**src/rtl/t1lev_pkg.sv**
```systemverilog
package t1lev_pkg;
    localparam int T1_MAX = 3;   // trailing ones per block, fixes sign register width
    localparam int SFX_MAX = 12; // escape suffix width
    localparam int PFX_SPAN = 16; // prefix search span

    typedef enum logic [1:0] {
        PH_IDLE  = 2'd0,
        PH_SIGN  = 2'd1,
        PH_LEVEL = 2'd2
    } phase_e;
endpackage

```
**src/rtl/t1lev_sign.sv**
```systemverilog
module t1lev_sign
    import t1lev_pkg::*;
#(
    parameter int LW = 16
) (
    input  logic [T1_MAX-1:0]          sgn_i,
    input  logic [1:0]                 t1_i,
    output logic [T1_MAX-1:0]          wr_o,
    output logic [T1_MAX-1:0][LW-1:0]  val_o
);
    // one lane per possible trailing one; lane k reads bit k in stream order
    for (genvar k = 0; k < T1_MAX; k++) begin : g_lane
        assign wr_o[k]  = (t1_i > 2'(k));
        assign val_o[k] = sgn_i[T1_MAX-1-k] ? '1 : LW'(1);
    end
endmodule

```
**src/rtl/t1lev_level.sv**
```systemverilog
module t1lev_level
    import t1lev_pkg::*;
#(
    parameter int WIN = 32,
    parameter int LW  = 16,
    localparam int UW = $clog2(WIN+1)
) (
    input  logic [WIN-1:0] win_i,
    input  logic [2:0]     sl_i,
    input  logic           bonus_i,
    output logic [LW-1:0]  val_o,
    output logic [UW-1:0]  len_o,
    output logic [2:0]     sl_nx_o
);
    logic [3:0]         lz;
    logic [3:0]         ss;
    logic [WIN-1:0]     sh;
    logic [SFX_MAX-1:0] suf;
    logic [LW-1:0]      lc;
    logic [LW-1:0]      mag;
    logic [LW-1:0]      thr;
    logic [2:0]         s1;
    logic               esc;

    always_comb begin
        // leading-one detector over the prefix span; no one found saturates at 15
        lz = 4'd15;
        for (int i = PFX_SPAN-1; i >= 0; i--) begin
            if (win_i[WIN-1-i]) lz = 4'(i);
        end
        esc = (lz == 4'd15);
        if (esc)                               ss = 4'(SFX_MAX);
        else if (lz == 4'd14 && sl_i == 3'd0)  ss = 4'd4;
        else                                   ss = {1'b0, sl_i};

        sh  = win_i << ({1'b0, lz} + 5'd1);
        suf = sh[WIN-1 -: SFX_MAX] >> (4'(SFX_MAX) - ss);

        lc = (LW'(lz) << sl_i) + LW'(suf)
           + ((esc && sl_i == 3'd0) ? LW'(15) : '0)
           + (bonus_i ? LW'(2) : '0);
        mag   = (lc >> 1) + LW'(1);
        val_o = lc[0] ? -mag : mag;
        len_o = UW'(lz) + UW'(ss) + UW'(1);

        s1  = (sl_i == 3'd0) ? 3'd1 : sl_i;
        thr = LW'(3) << (s1 - 3'd1);
        sl_nx_o = (mag > thr && s1 < 3'd6) ? s1 + 3'd1 : s1;
    end
endmodule

```
**src/rtl/t1lev_dec.sv**
```systemverilog
module t1lev_dec
    import t1lev_pkg::*;
#(
    parameter int WIN  = 32,
    parameter int MAXC = 16,
    parameter int LW   = 16,
    localparam int CW  = $clog2(MAXC+1),
    localparam int IW  = $clog2(MAXC),
    localparam int UW  = $clog2(WIN+1)
) (
    input  logic                      clk,
    input  logic                      rst_n,
    input  logic                      start_i,
    input  logic [CW-1:0]             total_coeff_i,
    input  logic [1:0]                t1s_i,
    input  logic [WIN-1:0]            win_i,
    output logic [UW-1:0]             bits_used_o,
    output logic                      done_o,
    output logic [MAXC-1:0][LW-1:0]   level_buf_o
);
    typedef struct packed {
        phase_e                  ph;
        logic [CW-1:0]           tc;
        logic [1:0]              t1;
        logic [T1_MAX-1:0]       sgn;
        logic [CW-1:0]           cnt;
        logic [2:0]              sl;
        logic                    done;
        logic [MAXC-1:0][LW-1:0] lb;
    } st_t;

    st_t st_d, st_q;
    logic [UW-1:0] used_d;
    logic          busy;

    logic [T1_MAX-1:0]         s_wr;
    logic [T1_MAX-1:0][LW-1:0] s_val;
    logic [LW-1:0]             l_val;
    logic [UW-1:0]             l_len;
    logic [2:0]                l_sl;
    logic                      l_bonus;

    assign l_bonus = (st_q.ph == PH_SIGN) && (st_q.t1 != 2'(T1_MAX));

    t1lev_sign #(.LW(LW)) u_sign (
        .sgn_i (st_q.sgn),
        .t1_i  (st_q.t1),
        .wr_o  (s_wr),
        .val_o (s_val)
    );

    t1lev_level #(.WIN(WIN), .LW(LW)) u_level (
        .win_i   (win_i),
        .sl_i    (st_q.sl),
        .bonus_i (l_bonus),
        .val_o   (l_val),
        .len_o   (l_len),
        .sl_nx_o (l_sl)
    );

    always_comb begin
        st_d      = st_q;
        st_d.done = 1'b0;
        used_d    = '0;
        unique case (st_q.ph)
            PH_IDLE: begin
                if (start_i) begin
                    st_d.ph  = PH_SIGN;
                    st_d.tc  = total_coeff_i;
                    st_d.t1  = t1s_i;
                    st_d.sgn = win_i[WIN-1 -: T1_MAX];
                    st_d.cnt = '0;
                    st_d.sl  = (total_coeff_i > CW'(10) && t1s_i != 2'(T1_MAX)) ? 3'd1 : 3'd0;
                    st_d.lb  = '0;
                    used_d   = UW'(t1s_i);
                end
            end
            PH_SIGN: begin
                // all trailing-one signs land together
                for (int k = 0; k < T1_MAX; k++) begin
                    if (s_wr[k]) st_d.lb[k] = s_val[k];
                end
                // first remaining level overlaps the sign write
                if (st_q.tc > CW'(st_q.t1)) begin
                    st_d.lb[IW'(st_q.t1)] = l_val;
                    st_d.sl  = l_sl;
                    st_d.cnt = CW'(st_q.t1) + CW'(1);
                    used_d   = l_len;
                end else begin
                    st_d.cnt = CW'(st_q.t1);
                end
                if (st_d.cnt == st_q.tc) begin
                    st_d.ph   = PH_IDLE;
                    st_d.done = 1'b1;
                end else begin
                    st_d.ph = PH_LEVEL;
                end
            end
            PH_LEVEL: begin
                st_d.lb[st_q.cnt[IW-1:0]] = l_val;
                st_d.sl  = l_sl;
                st_d.cnt = st_q.cnt + CW'(1);
                used_d   = l_len;
                if (st_d.cnt == st_q.tc) begin
                    st_d.ph   = PH_IDLE;
                    st_d.done = 1'b1;
                end
            end
            default: st_d.ph = PH_IDLE;
        endcase
    end

    always_ff @(posedge clk) begin
        if (!rst_n) st_q <= '0;
        else        st_q <= st_d;
    end

    assign busy        = (st_q.ph != PH_IDLE);
    assign bits_used_o = used_d;
    assign done_o      = st_q.done;
    assign level_buf_o = st_q.lb;
endmodule

```
**config.mk**
```make
export PLATFORM = sky130hd
export DESIGN_NAME = t1lev_dec
export DESIGN_NICKNAME = d
export VERILOG_FILES = /design/src/rtl/t1lev_pkg.sv /design/src/rtl/t1lev_sign.sv /design/src/rtl/t1lev_level.sv /design/src/rtl/t1lev_dec.sv
export SDC_FILE = /design/constraint.sdc
export NUM_CORES = 1
export LEC_CHECK = 0
export ABC_AREA = 1
export BUFFER_PORTS_ARGS = -buffer_cell sky130_fd_sc_hd__buf_2
export CORE_MARGIN = 10
export CORE_UTILIZATION = 34
export CTS_CLUSTER_DIAMETER = 100
export DETAILED_ROUTE_END_ITERATION = 10
export PLACE_DENSITY_LB_ADDON = 0.12
export SLEW_MARGIN = 10
export SYNTH_ARGS = -nofsm -noshare
export SYNTH_HDL_FRONTEND = slang
export SYNTH_HIERARCHICAL = 1
export SYNTH_SLANG_ARGS = --single-unit
```
**constraint.sdc**
```tcl
create_clock -name clk -period 9.05 [get_ports clk]
set_input_delay 0 -clock clk [delete_from_list [all_inputs] [get_ports clk]]
set_output_delay 0 -clock clk [all_outputs]
set_load 0.02 [all_outputs]
```
==> flow_summary.yaml <==
power:
  p_int_mw: 2.634
  swShare_pct: 49.11
  share_comb_of_total_power_pct: 48.5
  switchingPower_mw: 2.542
  ir_worst_vdd_mv: 0.2191
  power.density_nw_per_um2: 249.7
  leakage_nw: 9.122
  seqPwrFrac_pct: 24.8
  clockPowerShare_pct: 26.7
yosys:
  synth-seq-cells: 277
  yosysWarnings: 6
  syn_inst: 3080
  synth_edf_count: 0
  yosysSeqAreaShare_pct: 27.89
  synth_cell_types: 59
  avgSynthCellArea_um2: 6.455
  async_reset_ff_share_pct: 0
  syn_area_um2: 19880
  synth-main-ff-cell: "dfxtp_1"
final_layout:
  fin_cells: 3774
  syn2layout_area_growth_pct: 4.254
  final_cell_area_um2: 20730
  drive_gt1_share_pct: 16.05
  nets: 3085
  fillers: 6455
  antenna_cells: 0
timing:
  post-route-min-period_ns: 8.001
  setup_violations: 0
  whs_ns: -0.02990
  drv_slew: 0
  fmax_mhz: 125.0
  rsz0062_at_grt: "no"
  finalClockSkew_ns: 0.01533
  tns_ns: 0
  fin_crit_sh_pct: 88.41
  hold_viol: 1
  max_slew_margin_pct: 18.68
  tightest_slew_ns: 1.217
floorplan:
  io_pins: 305
  initial_core_util_pct: 34.39
  die_area_um2: 68550
  core_area_um2: 57810
  die_h_um: 261.8
  rows: 88
  dieWidth_um: 261.8
detailed_routing:
  viasPerCell: 5.092
  post_drt_wl_per_cell_um: 19.76
  drt_pass1_iterations: 6
  ant_nets: 0
  drt_iter0_markers: 1432
  wirelength_mm: 74.56
  vias: 19219
  drc: 0
placement:
  gp_congestion: 0.8971
  placed_cells: 3704
  portBuffers: 303
  dpl.hpwl_mm: 52.77
  placed_cell_area_um2: 19530
global_routing:
  track_usage_pct: 20.88
  grt_antenna_before_repair: 1
  grt_overflow: 0
  grt_first_pass_wirelength_mm: 112.3
  grt_max_degree: 100
  grt_pass1_vias: 18062
setup_path:
  arrival_ns: 8.45
  r2r_slack_ns: 1.66
  required_ns: 9.50
  crit_path_max_fanout: 31
  critPathKind: "in -> reg"
  cp_slowest_cell: "inv_1"
  critPathCaptureType: "register"
  crit_top_cell: "nand2_1"
  cp_slowest_stage_delay_ns: 0.58
  start_kind: "input port"
clock_network:
  post_cts_buffers: 0
  clock_sinks: 277
  clockRootBuffer: "clkbuf_16"
  clk_path_buf_depth: 3
  clock_latency_ns: 0.54
  clk_transition_reported_paths_ns: 0.06
  numCtsBuffers: 36
  cts_tree: "done"
  htreeDepth: 2
hold_path:
  min_path_type: "in -> reg"
status:
  status: "finished with violations"
  violations: "hold timing"
flow_run:
  drv_cap: 0
==> per-layer routing <==
| layer | wire [µm] | GRT usage (%) | vias to the layer above | part of all wire (%) |
|---|---|---|---|---|
| met5 | 9 | 0 | - | 0.012 |
| li1 | - | - | 9550 | - |
| met1 | 34020 | 27.96 | 9032 | 46 |
| met4 | 2092 | 6.534 | 2 | 2.8 |
| met2 | 33560 | 33.15 | 543 | 45 |
| met3 | 4878 | 4.269 | 92 | 6.5 |
==> cell families (layout without fill, tap and decap cells) <==
logic type / Yosys count / after routing / share of synthesized area (%)
compound gates: 696 / 696 / 19.13
xor+xnor: 16 / 16 / 0.7426
fa+ha+maj: 58 / 58 / 3.877
buf+inv: 749 / 676 / 20.60
flops: 277 / 277 / 27.89
mux: 8 / 8 / 0.4028
other cells: 2 / 4 / 0.03777
simple gates: 1274 / 1274 / 27.32
==> power groups by stage <==
stage / combinational [mW] / sequential [mW] / clock, mW
floorplan: 1.64 / 1.29 / 0
global placement: 2.47 / 1.31 / 0
detailed placement: 2.48 / 1.31 / 0
CTS: 2.49 / 1.28 / 1.42
global route: 2.75 / 1.29 / 1.47
finish: 2.51 / 1.28 / 1.38
==> cell usage in the layout (no fill, tap or decap), drive strengths merged, types with 2 or more instances in the layout <==
cell type,instances
conb,4
dlygate4sd3,8
nor3,43
inv,267
buf,335
and2,11
xnor2,3
nand3b,2
xor2,13
o21bai,2
o22ai,13
fa,6
nand2,705
mux2i,8
a21oi,352
clkbuf,49
o31ai,2
a22oi,2
and3,2
ha,52
nor2,277
nand3,181
o21a,4
o21ai,242
dfxtp,277
o211a,2
o211ai,64
nor4,3
or2,16
clkinv,15
a31oi,7
nand4,34
==> final timing paths <==
kind	startpoint	end	cells after the start
max reg2reg	st_q[258]$_SDFFE_PN0P_	level_buf_o[138]$_SDFFE_PN0P_	33
min	total_coeff_i[1]	st_q[271]$_SDFFE_PN0P_	3
min reg2reg	level_buf_o[48]$_SDFFE_PN0P_	level_buf_o[48]$_SDFFE_PN0P_	2
max	win_i[30]	level_buf_o[138]$_SDFFE_PN0P_	44
==> flip-flops by register name, summed over array words and instances (netlist names) <==
register	flops
level_buf_o	256
st_q	20
done_o	1
==> final cells by class <==
cell class	count	area, µm²	share of cell area (%)
sequential	277	5545	26.75
multi-input combinational	2056	10250	49.46
inverter	271	1025	4.944
timing repair buffer	343	1837	8.862
clock inverter	13	111.4	0.5372
clock buffer	49	999.7	4.823
tap	765	957.2	4.618
==> through the flow <==
stage | utilization [%] | worst slack, ns | total power [mW] | hold slack, ns
floorplan | - | 2.141 | 2.932 | 0.1658
global placement | 33.79 | 0.8683 | 3.781 | 0.3187
detailed placement | 33.79 | 0.8982 | 3.795 | 0.3222
CTS | 35.85 | 1.130 | 5.201 | 0.0007637
global route | 35.86 | 0.2400 | 5.499 | 0.002202
finish | 35.86 | 1.049 | 5.176 | -0.02990
==> synth_stat cells, types with 8 or more instances <==
| cell type | instances | area, µm² |
|---|---|---|
| a21oi_1 | 343 | 1717 |
| and2_1 | 10 | 62.56 |
| buf_1 | 9 | 33.78 |
| buf_2 | 31 | 155.2 |
| buf_4 | 324 | 2432 |
| clkbuf_1 | 110 | 412.9 |
| dfxtp_1 | 277 | 5545 |
| ha_1 | 52 | 650.6 |
| inv_1 | 244 | 915.9 |
| inv_2 | 22 | 82.58 |
| mux2i_1 | 8 | 80.08 |
| nand2_1 | 683 | 2564 |
| nand2_2 | 21 | 131.4 |
| nand3_1 | 171 | 855.8 |
| nand3_2 | 9 | 90.09 |
| nand4_1 | 34 | 212.7 |
| nor2_1 | 263 | 987.2 |
| nor2_2 | 10 | 62.56 |
| nor3_1 | 40 | 200.2 |
| o211ai_1 | 64 | 480.5 |
| o21ai_0 | 228 | 1141 |
| o21ai_1 | 14 | 70.07 |
| o22ai_1 | 13 | 81.33 |
| xor2_1 | 12 | 105.1 |
==> critical path: cells and delay by family <==
family / cells / cell delay [ns]
AOI/OAI and AO/OA: 9 / 1.36
xor gates and xnor gates: 2 / 0.42
adders and majority gates: 3 / 1.19
buffers and inverters: 10 / 2.74
muxes: 1 / 0.35
and+or+nand+nor: 19 / 2.39
==> timing repair <==
action | CTS | global route
hold buffers | 8 | 0
gates resized for setup | 0 | 0
hold endpoints to repair | 15 | 0
endpoints found under the setup margin | 0 | 0
(Power assumes the default switching activity.)
